$ cat src/rtl/burst_sram_pkg.sv
package burst_sram_pkg;

  // Kind of cycle decoded at a rising edge
  typedef enum logic [2:0] {
    CYC_NONE,
    CYC_CPU,
    CYC_CTL,
    CYC_DESEL,
    CYC_CONT
  } cyc_t;

  // Low two address bits of burst step n from a base
  function automatic logic [1:0] burst_low(input logic [1:0] base,
                                           input logic [1:0] n,
                                           input logic       lin);
    return lin ? (base + n) : (base ^ n);
  endfunction

  // Any write control asserted (active low inputs)
  function automatic logic wr_request(input logic gw_n, input logic bwe_n);
    return !gw_n || !bwe_n;
  endfunction

  // Lane write strobe for one lane
  function automatic logic lane_write(input logic gw_n, input logic bwe_n,
                                      input logic bsel_n_i);
    return !gw_n || (!bwe_n && !bsel_n_i);
  endfunction

endpackage

$ cat src/rtl/burst_sram_decode.sv
module burst_sram_decode
  import burst_sram_pkg::*;
#(
  parameter int LANES = 2
) (
  input  logic             clk,
  input  logic             rst_n,
  input  logic             cpu_strb_n,
  input  logic             ctl_strb_n,
  input  logic             sel_n,
  input  logic             sel2_n,
  input  logic             gw_n,
  input  logic             bwe_n,
  input  logic [LANES-1:0] bsel_n,
  output cyc_t             cyc,
  output logic             act_q,
  output logic             start_new,
  output logic             do_write,
  output logic             do_read,
  output logic [LANES-1:0] lane_we
);

  logic cpu_hit;
  logic both_sel;
  logic wr_req;
  logic rw_cycle;

  assign cpu_hit  = !cpu_strb_n && !sel_n;
  assign both_sel = !sel_n && !sel2_n;
  assign wr_req   = wr_request(gw_n, bwe_n);

  always_comb begin
    cyc = CYC_NONE;
    if (cpu_hit)          cyc = both_sel ? CYC_CPU : CYC_DESEL;
    else if (!ctl_strb_n) cyc = both_sel ? CYC_CTL : CYC_DESEL;
    else if (act_q)       cyc = CYC_CONT;
  end

  assign start_new = (cyc == CYC_CPU) || (cyc == CYC_CTL);
  assign rw_cycle  = (cyc == CYC_CTL) || (cyc == CYC_CONT);
  assign do_write  = rw_cycle && wr_req;
  assign do_read   = (cyc == CYC_CPU) || (rw_cycle && !wr_req);

  for (genvar i = 0; i < LANES; i++) begin : g_lane_we
    assign lane_we[i] = do_write && lane_write(gw_n, bwe_n, bsel_n[i]);
  end

  always_ff @(posedge clk) begin
    if (!rst_n)                 act_q <= 1'b0;
    else if (start_new)         act_q <= 1'b1;
    else if (cyc == CYC_DESEL)  act_q <= 1'b0;
  end

endmodule

$ cat src/rtl/burst_sram_addr.sv
module burst_sram_addr
  import burst_sram_pkg::*;
#(
  parameter int ADDR_W = 6
) (
  input  logic              clk,
  input  logic              rst_n,
  input  cyc_t              cyc,
  input  logic [ADDR_W-1:0] addr,
  input  logic              adv_n,
  input  logic              lin_order,
  output logic [ADDR_W-1:0] eff_addr,
  output logic [ADDR_W-1:0] acc_q
);

  localparam int HI_W = ADDR_W - 2;

  logic [ADDR_W-1:0] base_q;
  logic [1:0]        cnt_q;
  logic [1:0]        cnt_nx;
  logic              is_start;

  assign is_start = (cyc == CYC_CPU) || (cyc == CYC_CTL);
  assign cnt_nx   = adv_n ? cnt_q : cnt_q + 2'd1;

  always_comb begin
    eff_addr = acc_q;
    if (is_start)
      eff_addr = addr;
    else if (cyc == CYC_CONT)
      eff_addr = {base_q[ADDR_W-1:2], burst_low(base_q[1:0], cnt_nx, lin_order)};
  end

  always_ff @(posedge clk) begin
    if (!rst_n) begin
      base_q <= '0;
      cnt_q  <= '0;
      acc_q  <= '0;
    end else if (is_start) begin
      base_q <= addr;
      cnt_q  <= '0;
      acc_q  <= addr;
    end else if (cyc == CYC_CONT) begin
      cnt_q  <= cnt_nx;
      acc_q  <= eff_addr;
    end
  end

  // a continuation edge without advance keeps the access address
  a_r13_hold_addr: assert property (@(posedge clk) disable iff (!rst_n)
    (cyc == CYC_CONT && adv_n) |=> (acc_q == $past(acc_q)));

  // bursting never leaves the aligned group of four
  a_r12_burst_aligned: assert property (@(posedge clk) disable iff (!rst_n)
    (cyc == CYC_CONT) |=> (acc_q[ADDR_W-1:2] == $past(acc_q[ADDR_W-1:2])));

  logic [HI_W-1:0] unused_hi;
  assign unused_hi = base_q[ADDR_W-1:2];

endmodule

$ cat src/rtl/burst_sram_array.sv
module burst_sram_array #(
  parameter int ADDR_W = 6,
  parameter int LANES  = 2,
  parameter int LANE_W = 8
) (
  input  logic                      clk,
  input  logic [LANES-1:0]          lane_we,
  input  logic [ADDR_W-1:0]         waddr,
  input  logic [LANES*LANE_W-1:0]   wdata,
  input  logic [ADDR_W-1:0]         raddr,
  output logic [LANES*LANE_W-1:0]   rdata
);

  localparam int DEPTH = 1 << ADDR_W;

  for (genvar i = 0; i < LANES; i++) begin : g_lane
    logic [LANE_W-1:0] mem [DEPTH];

    always_ff @(posedge clk) begin
      if (lane_we[i]) mem[waddr] <= wdata[i*LANE_W +: LANE_W];
    end

    assign rdata[i*LANE_W +: LANE_W] = mem[raddr];
  end

endmodule

$ cat src/rtl/burst_sram.sv
module burst_sram
  import burst_sram_pkg::*;
#(
  parameter int ADDR_W = 6,
  parameter int LANES  = 2,
  parameter int LANE_W = 8
) (
  input  logic                    clk,
  input  logic                    rst_n,
  input  logic [ADDR_W-1:0]       addr,
  input  logic                    cpu_strb_n,
  input  logic                    ctl_strb_n,
  input  logic                    sel_n,
  input  logic                    sel2_n,
  input  logic                    adv_n,
  input  logic                    lin_order,
  input  logic                    gw_n,
  input  logic                    bwe_n,
  input  logic [LANES-1:0]        bsel_n,
  input  logic                    oe_n,
  input  logic [LANES*LANE_W-1:0] din,
  output logic [LANES*LANE_W-1:0] dout,
  output logic                    dout_en
);

  localparam int DATA_W = LANES * LANE_W;

  cyc_t              cyc;
  logic              act_q;
  logic              start_new;
  logic              do_write;
  logic              do_read;
  logic [LANES-1:0]  lane_we;
  logic [ADDR_W-1:0] eff_addr;
  logic [ADDR_W-1:0] acc_q;
  logic [DATA_W-1:0] rdata;
  logic [DATA_W-1:0] dout_q;
  logic              rd_q;
  logic              drive_q;

  burst_sram_decode #(.LANES(LANES)) u_decode (
    .clk(clk), .rst_n(rst_n),
    .cpu_strb_n(cpu_strb_n), .ctl_strb_n(ctl_strb_n),
    .sel_n(sel_n), .sel2_n(sel2_n),
    .gw_n(gw_n), .bwe_n(bwe_n), .bsel_n(bsel_n),
    .cyc(cyc), .act_q(act_q), .start_new(start_new),
    .do_write(do_write), .do_read(do_read), .lane_we(lane_we)
  );

  burst_sram_addr #(.ADDR_W(ADDR_W)) u_addr (
    .clk(clk), .rst_n(rst_n), .cyc(cyc), .addr(addr),
    .adv_n(adv_n), .lin_order(lin_order),
    .eff_addr(eff_addr), .acc_q(acc_q)
  );

  burst_sram_array #(.ADDR_W(ADDR_W), .LANES(LANES), .LANE_W(LANE_W)) u_array (
    .clk(clk), .lane_we(lane_we), .waddr(eff_addr), .wdata(din),
    .raddr(acc_q), .rdata(rdata)
  );

  // Output pipeline: access at edge k -> data register at edge k+1
  always_ff @(posedge clk) begin
    if (!rst_n) begin
      rd_q    <= 1'b0;
      drive_q <= 1'b0;
      dout_q  <= '0;
    end else begin
      rd_q    <= do_read;
      drive_q <= rd_q && !do_write;
      if (rd_q) dout_q <= rdata;
    end
  end

  assign dout    = dout_q;
  assign dout_en = drive_q && !oe_n;

  // bus is quiet in the cycle after a write edge
  a_r10_write_quiet: assert property (@(posedge clk) disable iff (!rst_n)
    do_write |=> !dout_en);

  // deselect turns drivers off one edge late
  a_r5_late_deselect: assert property (@(posedge clk) disable iff (!rst_n)
    (cyc == CYC_DESEL) |-> ##2 !dout_en);

  // first cycle after selection from idle stays off
  a_r4_first_cycle_off: assert property (@(posedge clk) disable iff (!rst_n)
    (start_new && !act_q) |=> !dout_en);

  // processor strobe edge never writes the array
  a_r6_cpu_start_no_write: assert property (@(posedge clk) disable iff (!rst_n)
    (cyc == CYC_CPU) |-> (lane_we == '0));

  // global write reaches every lane
  a_r8_global_all_lanes: assert property (@(posedge clk) disable iff (!rst_n)
    (do_write && !gw_n) |-> (&lane_we));

endmodule

$ cat config.mk
export PLATFORM = sky130hd
export DESIGN_NAME = burst_sram
export DESIGN_NICKNAME = d
export VERILOG_FILES = /design/src/rtl/burst_sram_pkg.sv /design/src/rtl/burst_sram_decode.sv /design/src/rtl/burst_sram_addr.sv /design/src/rtl/burst_sram_array.sv /design/src/rtl/burst_sram.sv
export SDC_FILE = /design/constraint.sdc
export NUM_CORES = 1
export LEC_CHECK = 0
export BUFFER_PORTS_ARGS = -buffer_cell sky130_fd_sc_hd__buf_2
export CORE_AREA = 2 2 418 420
export CTS_BUF_LIST = sky130_fd_sc_hd__clkbuf_8
export DETAILED_ROUTE_END_ITERATION = 12
export DIE_AREA = 0 0 420 422
export GPL_TIMING_DRIVEN = 0
export SYNTH_ARGS = -nofsm -noshare
export SYNTH_HDL_FRONTEND = slang
export SYNTH_SLANG_ARGS = --single-unit
export TNS_END_PERCENT = 20
$ cat constraint.sdc
create_clock -name clk -period 3.66 [get_ports clk]
set_input_delay 0.549 -clock clk [delete_from_list [all_inputs] [get_ports clk]]
set_output_delay 0.549 -clock clk [all_outputs]
set_load 0.02 [all_outputs]
==> Yosys cells after proc, flatten, opt, wreduce, memory -nomap -nowiden <==
Memory sizes are Yosys's and may differ from the RTL's. A register that Yosys moved wholly into a read port is not among the register bits.
Cells that the tools add are included.
{ "word_totals": {"regBits": 17, "rom_bits": 0, "mem_count": 2, "word_cells": 64, "latch_bits": 0, "ramBits": 1024, "out_inout_bits": 17} }
{ "memory_table": {"columns": ["name", "words", "word_bits", "rd", "rd_ports_with_merged_regs", "write_ports", "line_no", "source"], "rows": [
  ["u_array.g_lane[0].mem", 64, 8, 1, 1, 1, "burst_sram_array.sv:17", "logic [LANE_W-1:0] mem [DEPTH];"],
  ["u_array.g_lane[1].mem", 64, 8, 1, 1, 1, "burst_sram_array.sv:17", null]
]} }
{ "classes": {"n_mul": 0, "reduce_logical": 31, "bitwise": 2, "n_addsub": 2, "mux": 17, "div": 0, "n_shift": 0, "magnitude_cmp": 0, "n_eq_ne": 4} }
{ "ops": {"columns": ["op", "n"], "rows": [
  ["$mux W6", 4],
  ["$logic_not A1 Y1", 12],
  ["$logic_and A1 B1 Y1", 10],
  ["$mux W3", 3],
  ["$mux W1", 7],
  ["$eq A3 B2 Y1 const B", 2],
  ["$logic_or A1 B1 Y1", 6],
  ["$mux W2", 3],
  ["$reduce_bool A2 Y1", 2],
  ["$eq A3 B1 Y1 const B", 1],
  ["$eq A3 B3 Y1 const B", 1],
  ["$add A2 B1 Y2 const B", 1],
  ["$add A2 B2 Y2", 1],
  ["$reduce_or A2 Y1", 1],
  ["$xor A2 B2 Y2", 1],
  ["$not A1 Y1", 1]
]} }

==> Logic depth before layout (Yosys ltp) <==
Gate-level depths: netlist of the first run.
{ "depth": {"word_depth": 11, "ltp_mapped": 9} }

==> By module <==
A second synthesis of the first run with hierarchy kept.
{ "hier_totals": {"hier_cells": 2039, "area_unflattened_um2": 41518.6} }
{ "modules_own_cells": {"columns": ["mod", "area_each_um2", "instances", "seq_area_each_um2", "cells_per_inst"], "rows": [
  ["burst_sram_array", 39953.3, 1, 30749.5, 1886],
  ["burst_sram_addr", 763.2, 1, 280.3, 79],
  ["burst_sram", 678.2, 1, 360.3, 56],
  ["burst_sram_decode", 123.9, 1, 20.0, 18]
]} }

==> Worst setup path before layout of the first run <==
OpenSTA, ideal clock, no wires.
{ "synth_path": {"kind": "input -> register", "startpoint": "input adv_n", "endpoint": "memory u_array.g_lane[1].mem[7][0] (enable)", "path_stages": 9, "setup_slack_ns": 0.770, "arrival_ns": 2.520, "required_ns": 3.289, "setup_ns": 0.371, "n_path_buf": 2, "path_cell_list": "xnor2_1 ha_1 nand2_1 xnor3_1 o211a_1 or3_1 clkbuf_2 buf_6 nor2_1"} }
{ "synth_between": {"elab_chain_cells": 5, "elab_cells_between_ends": 6, "cone_classes": "add/sub (1); mux (4); bitwise (1)"} }
{ "synth_rtl": {"columns": ["element", "line_no", "source"], "rows": [
  ["from (decl)", "burst_sram.sv:15", "input logic adv_n,"],
  ["$mux W2 (*)", "burst_sram_addr.sv:24", "assign cnt_nx = adv_n ? cnt_q : cnt_q + 2'd1;"],
  ["$add A2 B2 Y2 or $xor A2 B2 Y2 (tied branches)", "burst_sram_pkg.sv:16", "return lin ? (base + n) : (base ^ n);"],
  ["$mux W2 (*)", "burst_sram_pkg.sv:16", null],
  ["$mux W6 (*)", "burst_sram_addr.sv:30", "else if (cyc == CYC_CONT)"],
  ["$mux W6 (*)", "burst_sram_addr.sv:28", "if (is_start)"],
  ["to (decl)", "burst_sram_array.sv:17", null]
]} }
Every way passes the cells marked *; elsewhere a longest branch is shown, timed or not.

==> Final worst setup path of the first run <==
{ "layout_path": {"startpoint": "register u_decode.act_q", "endpoint": "memory u_array.g_lane[1].mem[0][3] (enable)"} }
{ "layout_between": {"elab_chain_cells": 9, "elab_cells_between_ends": 14, "cone_classes": "eq/ne (3); mux (7); reduce/logical (4)"} }
{ "layout_rtl": {"columns": ["element", "line_no", "source"], "rows": [
  ["from (decl)", "burst_sram_decode.sv:16", "output logic act_q,"],
  ["from (signal assigned)", "burst_sram_decode.sv:49", "if (!rst_n) act_q <= 1'b0;"],
  ["from (signal assigned)", "burst_sram_decode.sv:50", "else if (start_new) act_q <= 1'b1;"],
  ["from (signal assigned)", "burst_sram_decode.sv:51", "else if (cyc == CYC_DESEL) act_q <= 1'b0;"],
  ["$mux W3 (*)", "burst_sram_decode.sv:36", "else if (act_q) cyc = CYC_CONT;"],
  ["$mux W3 (*)", "burst_sram_decode.sv:35", "else if (!ctl_strb_n) cyc = both_sel ? CYC_CTL : CYC_DESEL;"],
  ["$mux W3 (*)", "burst_sram_decode.sv:34", "if (cpu_hit) cyc = both_sel ? CYC_CPU : CYC_DESEL;"],
  ["$eq A3 B2 Y1 or $eq A3 B3 Y1 (tied branches)", "burst_sram_decode.sv:40, burst_sram_addr.sv:23, burst_sram_addr.sv:30", null],
  ["$logic_or A1 B1 Y1", "burst_sram_decode.sv:40", "assign rw_cycle = (cyc == CYC_CTL) || (cyc == CYC_CONT);"],
  ["$logic_and A1 B1 Y1", "burst_sram_decode.sv:41", "assign do_write = rw_cycle && wr_req;"],
  ["$logic_and A1 B1 Y1", "burst_sram_decode.sv:45", "assign lane_we[i] = do_write && lane_write(gw_n, bwe_n, bsel_n[i]);"],
  ["$mux W1", "burst_sram_array.sv:20", "if (lane_we[i]) mem[waddr] <= wdata[i*LANE_W +: LANE_W];"],
  ["$mux W1 (not written as such)", "burst_sram_array.sv:20", null]
]} }
Marks and branches as above.

==> results of run 1 <==
-- routing by layer --
layer / track usage [%] / up-vias / part of all wire, %
li1: - / 9452 / -
met1: 16.5 / 11800 / 41
met2: 20.2 / 944 / 48
met3: 2.32 / 196 / 6.7
met4: 5.17 / 2 / 3.5
met5: 0 / - / 0.012
-- flip-flops by register name, indices dropped and copies added (netlist names) --
register,cells
u_array.g_lane.mem,1024
rd_q,1
drive_q,1
u_addr.acc_q,6
dout,16
u_addr.cnt_q,2
u_decode.act_q,1
u_addr.base_q,6
-- path summary, 6_finish.rpt --
| kind | start | cells after the start | endpoint | slack (ns) |
|---|---|---|---|---|
| worst max-delay path | u_decode.act_q$_SDFFE_PN0P_ | 6 | u_array.g_lane[1].mem[0][3]$_DFFE_PP_ | -0.29 |
| worst min-delay path | addr[2] | 3 | u_addr.base_q[2]$_SDFFE_PN0P_ | 0.08 |
| worst max register to register | u_decode.act_q$_SDFFE_PN0P_ | 6 | u_array.g_lane[1].mem[0][3]$_DFFE_PP_ | -0.29 |
| worst min register to register | u_addr.base_q[2]$_SDFFE_PN0P_ | 2 | u_addr.base_q[2]$_SDFFE_PN0P_ | 0.47 |
-- synthesized netlist by cell type (2+ instances only) --
library cell / number / share of area, %
a21oi_1: 5 / 0.061
nand2b_1: 3 / 0.046
or3_1: 4 / 0.061
nor2_1: 137 / 1.2
buf_2: 45 / 0.55
a22oi_1: 33 / 0.60
buf_1: 11 / 0.10
a22o_1: 33 / 0.70
xor2_1: 2 / 0.042
o31ai_1: 33 / 0.60
a21boi_0: 4 / 0.073
nand3_1: 23 / 0.28
and3_1: 3 / 0.046
nor3b_1: 3 / 0.055
nor2b_1: 69 / 1.0
buf_4: 2 / 0.036
o22ai_1: 64 / 0.97
clkbuf_2: 2 / 0.024
clkbuf_1: 72 / 0.66
xnor2_1: 2 / 0.042
and2_1: 3 / 0.046
a221oi_2: 3 / 0.11
edfxtp_1: 1024 / 75
a221o_1: 3 / 0.073
mux4_2: 128 / 7.0
nor2_2: 2 / 0.030
dfxtp_1: 33 / 1.6
nand3b_1: 17 / 0.31
o21ai_0: 75 / 0.91
mux2_2: 192 / 5.2
buf_6: 5 / 0.14
nor3_1: 64 / 0.78
nand2_1: 13 / 0.12
o221ai_1: 16 / 0.34
a211oi_1: 64 / 1.2
-- logic make-up after synthesis --
logic type | Yosys count | share of synthesized area (%)
flip-flops | 1057 | 76.2
AND/OR/NAND/NOR | 345 | 4.14
AO/OA/AOI/OAI | 339 | 5.76
multiplexers | 321 | 12.3
buffers and inverters | 137 | 1.50
XOR/XNOR | 5 | 0.140
adder cells (fa/ha/maj) | 1 | 0.0303
-- repair_timing --
| item | 4_1_cts | 5_1_grt |
|---|---|---|
| gates resized for setup | 22 | 27 |
| endpoints found under the setup margin | 152 | 440 |
| endpoints found under the hold margin | 2 | 0 |
| buffers inserted | 0 | 0 |
| pin swaps | 0 | 0 |
| hold buffers | 2 | 0 |
-- cell type report --
cell class,instances,area [sq um]
Fill cell,17200,125000
Sequential cell,1057,31400
Multi-Input combinational cell,1011,9360
Tap cell,2325,2910
Clock buffer,175,2410
Buffer,136,616
Clock inverter,119,557
Timing Repair Buffer,53,303
Antenna cell,2,5.00
-- through the flow --
stage	setup WS, ns	hold WS, ns	area (sq um)	instances
global route	-0.168	0.0842	47600	4877
floorplan	0.770	0.443	41200	2205
finish	-0.288	0.0770	47600	4878
global placement	-0.576	0.455	44400	4580
detailed placement	-0.661	0.469	44400	4581
CTS	-0.0926	0.0229	47500	4877
-- report_power, final --
group | leakage, nW | switching, mW | internal (mW) | total, mW
registers | 9.47 | 0.0109 | 13.3 | 13.3
clock network | 1.76 | 4.60 | 4.50 | 9.09
logic | 2.99 | 0.508 | 0.138 | 0.647
total | 14.2 | 5.12 | 17.9 | 23.0
-- worst register-to-register path, delay by kind of cell (launching register included) --
family / cells / cell delay (ns)
AO/OA/AOI/OAI: 2 / 0.34
buffers and inverters: 1 / 0.15
flip-flops: 1 / 0.34
AND/OR/NAND/NOR: 3 / 2.73
==> flow_metrics.py, run 1 <==
metrics = {
    "status": {
        "status": "finished with violations",
        "violations": "setup timing",
    },
    "detailed_routing": {
        "num_vias": 22400,
        "via_per_inst": 4.58,
        "detail-route-antenna-nets": 0,
        "wl_per_cell_um": 23.3,
        "first_pass_iters": 5,
        "drt-total-wl_mm": 114,
        "route.detailed.drc": 0,
        "dr.first_iter.drc_count": 2431,
    },
    "layout": {
        "synthToLayoutAreaGrowth_pct": 15.4,
        "final_common_cell": "edfxtp_1",
        "nets": 2463,
        "drive_gt1_share_pct": 26.5,
        "final_cell_mix": "edfxtp_1 (1024), mux2_2 (192), clkbuf_8 (175), mux4_2 (128), nor2_1 (105)",
        "final_core_utilization_pct": 27.5,
    },
    "floorplanning": {
        "dieArea_sq_um": 177000,
        "die_h_um": 422,
        "ios": 52,
        "rows": 153,
        "die_x_um": 420,
        "start_util_pct": 23.9,
        "core_area_sq_um": 173000,
    },
    "global_route": {
        "grt_max_degree": 65,
        "grt_pass1_vias": 22200,
        "track_usage_pct": 12.5,
        "grt_pass1_wl_mm": 161,
        "antenna_found_initial": 2,
        "grt-ovfl-total": 0,
    },
    "worst_setup_path": {
        "worst-path-max-fanout": 10,
        "cp.required_ns": 4.09,
        "worst-setup-path-type": "reg -> reg",
        "cp_slowest_cell": "nor3b_1",
        "arrival_ns": 4.38,
        "crit_family": "simple AND/OR/NAND/NOR gates",
        "critPathMaxStageDelay_ns": 1.05,
        "crit_buf_inv": 1,
        "cp-start-kind": "flip-flop",
        "crit_chain": "o211a_4, buf_6, o21ai_0, nor3b_1, nand3_1, nor2_1",
        "crit_path_end_kind": "flip-flop",
    },
    "timing": {
        "fmax_ghz": 0.253,
        "finalHoldViolations": 0,
        "fin_crit_ns": 3.95,
        "setup_violations": 225,
        "setup_ws_ns": -0.288,
        "drv_slew": 0,
        "finClkSkew_ns": 0.0481,
        "tightestPinTransition_ns": 1.40,
        "min_period_over_period_pct": 108,
        "relSlewSlack_pct": 6.56,
        "finalSetupTns_ns": -15.86,
        "rsz0062_at_grt": "yes",
    },
    "synthesis": {
        "synthFlopType": "edfxtp_1",
        "syn_area_sq_um": 41200,
        "ys_seq_elements": 1057,
        "synth_edf_count": 1024,
        "synth.distinct_cells": 48,
        "syn_inst": 2205,
        "async_reset_ff_share_pct": 0,
        "yosysSeqAreaShare_pct": 76.2,
        "synth_fp_nets": 2241,
        "synth-warning-count": 0,
        "avgSynthCellArea_sq_um": 18.7,
    },
    "clocking": {
        "cts_sinks": 1057,
        "root_buffer": "clkbuf_8",
        "path_clk_slew_ns": 0.06,
        "clk_latency_ns": 0.84,
        "cts_htree_levels": 4,
        "tritoncts": "yes",
        "clock_path_buffers": 3,
        "cts-buffers-inserted": 168,
    },
    "power": {
        "total_leakage_power_nw": 14.2,
        "vdd_ir_drop_max_uv": 331,
        "cellPowerDensity_nw_per_um2": 484,
        "power_mw": 23.0,
    },
    "placement": {
        "finalWeightedCongestion": 0.856,
        "io_buffers": 50,
        "hpwlAfterDp_mm": 75.1,
    },
    "worst_hold_path": {
        "hp-class": "in -> reg",
    },
    "run": {
        "max_cap_viol_count": 0,
    },
}
(Power assumes the default switching activity.)
==> inputs of run 2 (changes only) <==
==> constraint.sdc (replaced) <==
create_clock -name clk -period 3.66 [get_ports clk]
set_input_delay 0.366 -clock clk [delete_from_list [all_inputs] [get_ports clk]]
set_output_delay 0.366 -clock clk [all_outputs]
set_load 0.02 [all_outputs]
==> run 2 against run 1 <==
  * The flow still finishes with violations (setup timing)
  * Critical path depth did not move
  * Register-to-register slack improved by 0.098 ns
  * Non-clock buffer count rose by 7
  * Count of clock-buffer cells in the layout did not move
  * First-iteration DRC count fell by 1.9%
  * Fmax rose by 2.5%
  * Power barely moved
  * Critical endpoint unchanged
==> flow_metrics.py, run 2 (synthesis gave the netlist of run 1 again) <==
metrics = {
    "status": {
        "status": "finished with violations",
        "violations": "setup timing",
    },
    "detailed_routing": {
        "via_per_inst": 4.57,
        "route.detailed.drc": 0,
        "drt-total-wl_mm": 114,
        "first_pass_iters": 6,
        "dr.first_iter.drc_count": 2384,
        "num_vias": 22300,
        "detail-route-antenna-nets": 0,
        "wl_per_cell_um": 23.2,
    },
    "layout": {
        "nets": 2470,
        "synthToLayoutAreaGrowth_pct": 15.5,
        "fin_area_sq_um": 47600,
        "top_register": "u_array.g_lane.mem",
        "final_core_utilization_pct": 27.6,
        "fillers": 17200,
        "largest_reg_flops": 1024,
        "final_common_cell": "edfxtp_1",
        "drive_gt1_share_pct": 26.5,
        "final_cell_mix": "edfxtp_1 (1024), mux2_2 (192), clkbuf_8 (175), mux4_2 (128), nor2_1 (105)",
    },
    "power": {
        "p_clk_share_pct": 39.5,
        "p_int_mw": 17.9,
        "cellPowerDensity_nw_per_um2": 484,
        "switching_power_mw": 5.12,
        "p_comb_share_pct": 2.8,
        "vdd_ir_drop_max_uv": 327,
        "swShare_pct": 22.2,
        "seq_power_share_pct": 57.7,
        "total_leakage_power_nw": 14.2,
    },
    "timing": {
        "timing.hold.ws_ns": 0.0734,
        "setup_violations": 95,
        "finClkSkew_ns": 0.0490,
        "fmax_ghz": 0.260,
        "fin_crit_ns": 3.85,
        "rsz0062_at_grt": "yes",
        "setup_ws_ns": -0.190,
        "drv_slew": 0,
        "min_period_over_period_pct": 105,
        "tightestPinTransition_ns": 1.39,
        "relSlewSlack_pct": 7.64,
        "finalHoldViolations": 0,
    },
    "floorplanning": {
        "core_area_sq_um": 173000,
        "rows": 153,
        "dieArea_sq_um": 177000,
        "die_h_um": 422,
        "start_util_pct": 23.9,
        "die_x_um": 420,
        "ios": 52,
    },
    "clocking": {
        "tritoncts": "yes",
        "root_buffer": "clkbuf_8",
        "cts_sinks": 1057,
        "path_clk_slew_ns": 0.06,
        "cts_htree_levels": 4,
        "cts-buffers-inserted": 168,
        "clk_latency_ns": 0.83,
        "clock_path_buffers": 3,
    },
    "worst_setup_path": {
        "worst-path-max-fanout": 10,
        "crit_path_end_kind": "flip-flop",
        "arrival_ns": 4.28,
        "worst-setup-path-type": "reg -> reg",
        "cp.required_ns": 4.09,
        "cp-start-kind": "flip-flop",
    },
    "global_route": {
        "antenna_found_initial": 2,
        "grt_max_degree": 65,
        "grt_pass1_wl_mm": 161,
        "track_usage_pct": 12.6,
        "grt-ovfl-total": 0,
        "grt_pass1_vias": 22300,
    },
    "placement": {
        "pre_cts_slack_ns": -0.478,
        "dpl_cell_area_sq_um": 44400,
        "hpwlAfterDp_mm": 75.1,
        "io_buffers": 50,
        "finalWeightedCongestion": 0.856,
    },
    "worst_hold_path": {
        "hp-class": "in -> reg",
    },
    "run": {
        "max_cap_viol_count": 0,
    },
}
run 2: metrics by stage:
stage               cells  total power, mW  setup TNS, ns
CTS                  4884             23.2          -3.22
floorplan            2205             13.8              0
detailed placement   4581             14.2        -108.33
global placement     4580             14.2         -62.24
global route         4884             23.7         -18.32
finish               4887             23.0          -6.05
run 2: path summary, 6_finish.rpt:
kind                                                    start                                    end  slack [ns]  cells after the start
worst min-delay path                                   sel2_n          u_addr.base_q[3]$_SDFFE_PN0P_        0.07                      5
worst max-delay path              u_decode.act_q$_SDFFE_PN0P_  u_array.g_lane[1].mem[0][3]$_DFFE_PP_       -0.19                      6
worst min register to register  u_addr.base_q[2]$_SDFFE_PN0P_          u_addr.base_q[2]$_SDFFE_PN0P_        0.47                      2
worst max register to register    u_decode.act_q$_SDFFE_PN0P_  u_array.g_lane[1].mem[0][3]$_DFFE_PP_       -0.19                      6
run 2: critical path, stage by stage (launching register included):
cell,delay (ns)
dfxtp_1,0.34
o211a_4,0.19
buf_6,0.15
o21ai_0,0.15
nor3b_1,1.00
nand3_1,0.66
nor2_1,0.95
run 2: cell type report:
class | count | area [sq um] | area share [%]
Clock buffer | 175 | 2410 | 5.06
Antenna cell | 4 | 10.0 | 0.0210
Timing Repair Buffer | 60 | 373 | 0.783
Sequential cell | 1057 | 31400 | 65.9
Tap cell | 2325 | 2910 | 6.11
Multi-Input combinational cell | 1011 | 9360 | 19.6
Buffer | 136 | 616 | 1.29
Clock inverter | 119 | 557 | 1.17
run 2: metal layers:
layer | global-route usage [%] | share of wire [%] | vias up
met3 | 2.32 | 7.2 | 189
met1 | 16.5 | 41 | 11700
li1 | - | - | 9473
met2 | 20.2 | 48 | 984
met5 | 0 | 0.012 | -
met4 | 5.17 | 3.6 | 2
run 2: power by group through the flow:
stage                     sequential (mW)  combinational [mW]  clock (mW)
after floorplan                      13.5               0.219           0
after global placement               13.6               0.618           0
after detailed placement             13.6               0.634           0
after CTS                            13.3               0.648        9.23
after global routing                 13.3               0.684        9.75
final                                13.3               0.653        9.10
run 2: repair_timing:
| item | in CTS | in global routing |
|---|---|---|
| endpoints found under the hold margin | 12 | 0 |
| hold buffers | 9 | 0 |
| setup buffers | 0 | 0 |
| endpoints found under the setup margin | 152 | 440 |
| gates resized for setup | 22 | 27 |
==> inputs of run 3 (changes only) <==
==> constraint.sdc (replaced) <==
create_clock -name clk -period 3.66 [get_ports clk]
set_input_delay 0.732 -clock clk [delete_from_list [all_inputs] [get_ports clk]]
set_output_delay 0.732 -clock clk [all_outputs]
set_load 0.02 [all_outputs]
==> run 3 against run 2 <==
  * The run still ends with setup timing left
  * Critical endpoint is now u_array.g_lane[1].mem[0][2]$_DFFE_PP_
  * Combinational power decreased by 1%
  * Wire length fell by 0.11%
  * Global-route usage is essentially flat
  * Register-to-register slack worse by 0.08 ns
  * Power is essentially flat
==> flow_metrics.py, run 3 (synthesis gave the netlist of run 1 again) <==
metrics = {
    "detailed_routing": {
        "wl_per_cell_um": 23.3,
        "drt-total-wl_mm": 113,
        "first_pass_iters": 6,
        "dr.first_iter.drc_count": 2428,
        "num_vias": 22300,
        "route.detailed.drc": 0,
        "detail-route-antenna-nets": 0,
        "via_per_inst": 4.57,
    },
    "worst_hold_path": {
        "hold_end": "u_addr.base_q[3]$_SDFFE_PN0P_",
        "hold_depth": 3,
        "holdCritStartpoint": "addr[3]",
        "hp-class": "in -> reg",
    },
    "layout": {
        "nets": 2461,
        "drive_gt1_share_pct": 26.6,
        "final_cells": 4877,
        "largest_reg_flops": 1024,
        "final_core_utilization_pct": 27.5,
        "fin_area_sq_um": 47500,
        "synthToLayoutAreaGrowth_pct": 15.3,
        "final_common_cell": "edfxtp_1",
        "fillers": 17200,
        "top_register": "u_array.g_lane.mem",
        "final_cell_mix": "edfxtp_1 (1024), mux2_2 (192), clkbuf_8 (175), mux4_2 (128), nor2_1 (105)",
    },
    "run": {
        "max_cap_viol_count": 0,
    },
    "placement": {
        "pre_cts_slack_ns": -0.844,
        "hpwlAfterDp_mm": 75.1,
        "dp.cells": 4581,
        "io_buffers": 50,
        "finalWeightedCongestion": 0.856,
        "dpl_cell_area_sq_um": 44400,
    },
    "clocking": {
        "ctsHoldBuffers": 0,
        "tritoncts": "yes",
        "root_buffer": "clkbuf_8",
        "cts_htree_levels": 4,
        "clock_path_buffers": 3,
        "cts-buffers-inserted": 168,
        "clk_latency_ns": 0.83,
        "cts_sinks": 1057,
        "path_clk_slew_ns": 0.06,
        "cts_setup_buffers": 0,
    },
    "floorplanning": {
        "dieArea_sq_um": 177000,
        "die_x_um": 420,
        "die_h_um": 422,
        "ios": 52,
        "rows": 153,
        "core_area_sq_um": 173000,
        "start_util_pct": 23.9,
    },
    "timing": {
        "tightestPinTransition_ns": 1.40,
        "relSlewSlack_pct": 6.93,
        "timing.hold.ws_ns": 0.201,
        "drv_slew": 0,
        "rsz0062_at_grt": "yes",
        "min_period_over_period_pct": 107,
        "finalSetupTns_ns": -11.69,
        "fmax_ghz": 0.254,
        "setup_violations": 159,
        "fin_crit_ns": 3.93,
        "finalHoldViolations": 0,
        "setup_ws_ns": -0.269,
        "finClkSkew_ns": 0.0488,
    },
    "worst_setup_path": {
        "worstRegToRegCells": 6,
        "cp-start-kind": "flip-flop",
        "crit_path_end_kind": "flip-flop",
        "worst-path-max-fanout": 10,
        "arrival_ns": 4.35,
        "worst-setup-path-type": "reg -> reg",
        "r2r_slack_ns": -0.27,
        "reg2reg_to": "u_array.g_lane[1].mem[0][2]$_DFFE_PP_",
        "crit_chain": "o211a_4, buf_6, o21ai_0, nor3b_1, nand3_1, nor2_1",
        "cp.required_ns": 4.08,
        "rr_startpoint": "u_decode.act_q$_SDFFE_PN0P_",
        "critPathMaxStageDelay_ns": 1.02,
        "cp_slowest_cell": "nor3b_1",
    },
    "power": {
        "power_mw": 23.0,
        "cellPowerDensity_nw_per_um2": 484,
        "total_leakage_power_nw": 14.2,
        "vdd_ir_drop_max_uv": 323,
    },
    "status": {
        "status": "finished with violations",
        "violations": "setup timing",
    },
    "global_route": {
        "grt_pass1_vias": 22200,
        "grt_pass1_wl_mm": 161,
        "grt_max_degree": 65,
        "antenna_found_initial": 2,
        "track_usage_pct": 12.5,
        "grt-ovfl-total": 0,
    },
}
==> run 3: cell count changes in the layout (fill, tap and decap cells not counted), sizes merged <==
cell,previous run,this run
dlygate4sd3,9,0
diode,4,3
==> run 3: cell type report <==
cell class                      count  area (sq um)  share of cell area (%)
Sequential cell                  1057         31400                    66.1
Multi-Input combinational cell   1011          9360                    19.7
Tap cell                         2325          2910                    6.12
Clock buffer                      175          2410                    5.07
Buffer                            136           616                    1.29
Clock inverter                    119           557                    1.17
Timing Repair Buffer               51           283                   0.595
Antenna cell                        3          7.51                  0.0158
==> run 3: worst max-delay path by stage <==
stage | start | cells past startpoint | endpoint | slack [ns]
floorplan | adv_n | 9 | u_array.g_lane[1].mem[7][0]$_DFFE_PP_ | 0.59
global placement | sel_n | 6 | u_array.g_lane[1].mem[2][2]$_DFFE_PP_ | -0.76
detailed placement | sel_n | 6 | u_array.g_lane[1].mem[3][3]$_DFFE_PP_ | -0.84
CTS | u_decode.act_q$_SDFFE_PN0P_ | 6 | u_array.g_lane[1].mem[0][4]$_DFFE_PP_ | -0.09
global route | u_decode.act_q$_SDFFE_PN0P_ | 6 | u_array.g_lane[1].mem[0][3]$_DFFE_PP_ | -0.17
finish | u_decode.act_q$_SDFFE_PN0P_ | 6 | u_array.g_lane[1].mem[0][2]$_DFFE_PP_ | -0.27
==> run 3: repair_timing <==
action	CTS	global route
pin swaps	0	0
endpoints found under the hold margin	0	0
setup endpoints to repair	152	440
gates resized for setup	22	27
==> run 3: report_power, final <==
part / switching, mW / total [mW] / internal, mW
clock network: 4.59 / 9.08 / 4.50
registers: 0.0110 / 13.3 / 13.3
logic: 0.509 / 0.646 / 0.137
total: 5.11 / 23.0 / 17.9
==> run 3: worst max-delay path, delay by kind of cell (launching register included) <==
family                 cells  cell delay [ns]
flip-flops                 1             0.34
AND/OR/NAND/NOR            3             2.70
buffers and inverters      1             0.14
AO/OA/AOI/OAI              2             0.33
==> run 3: layer usage <==
layer / routed length (um) / GRT usage [%] / up-vias
met5: 14 / 0 / -
met4: 4030 / 5.17 / 2
met3: 7900 / 2.32 / 195
met2: 54900 / 20.2 / 977
met1: 46600 / 16.5 / 11700
li1: - / - / 9451
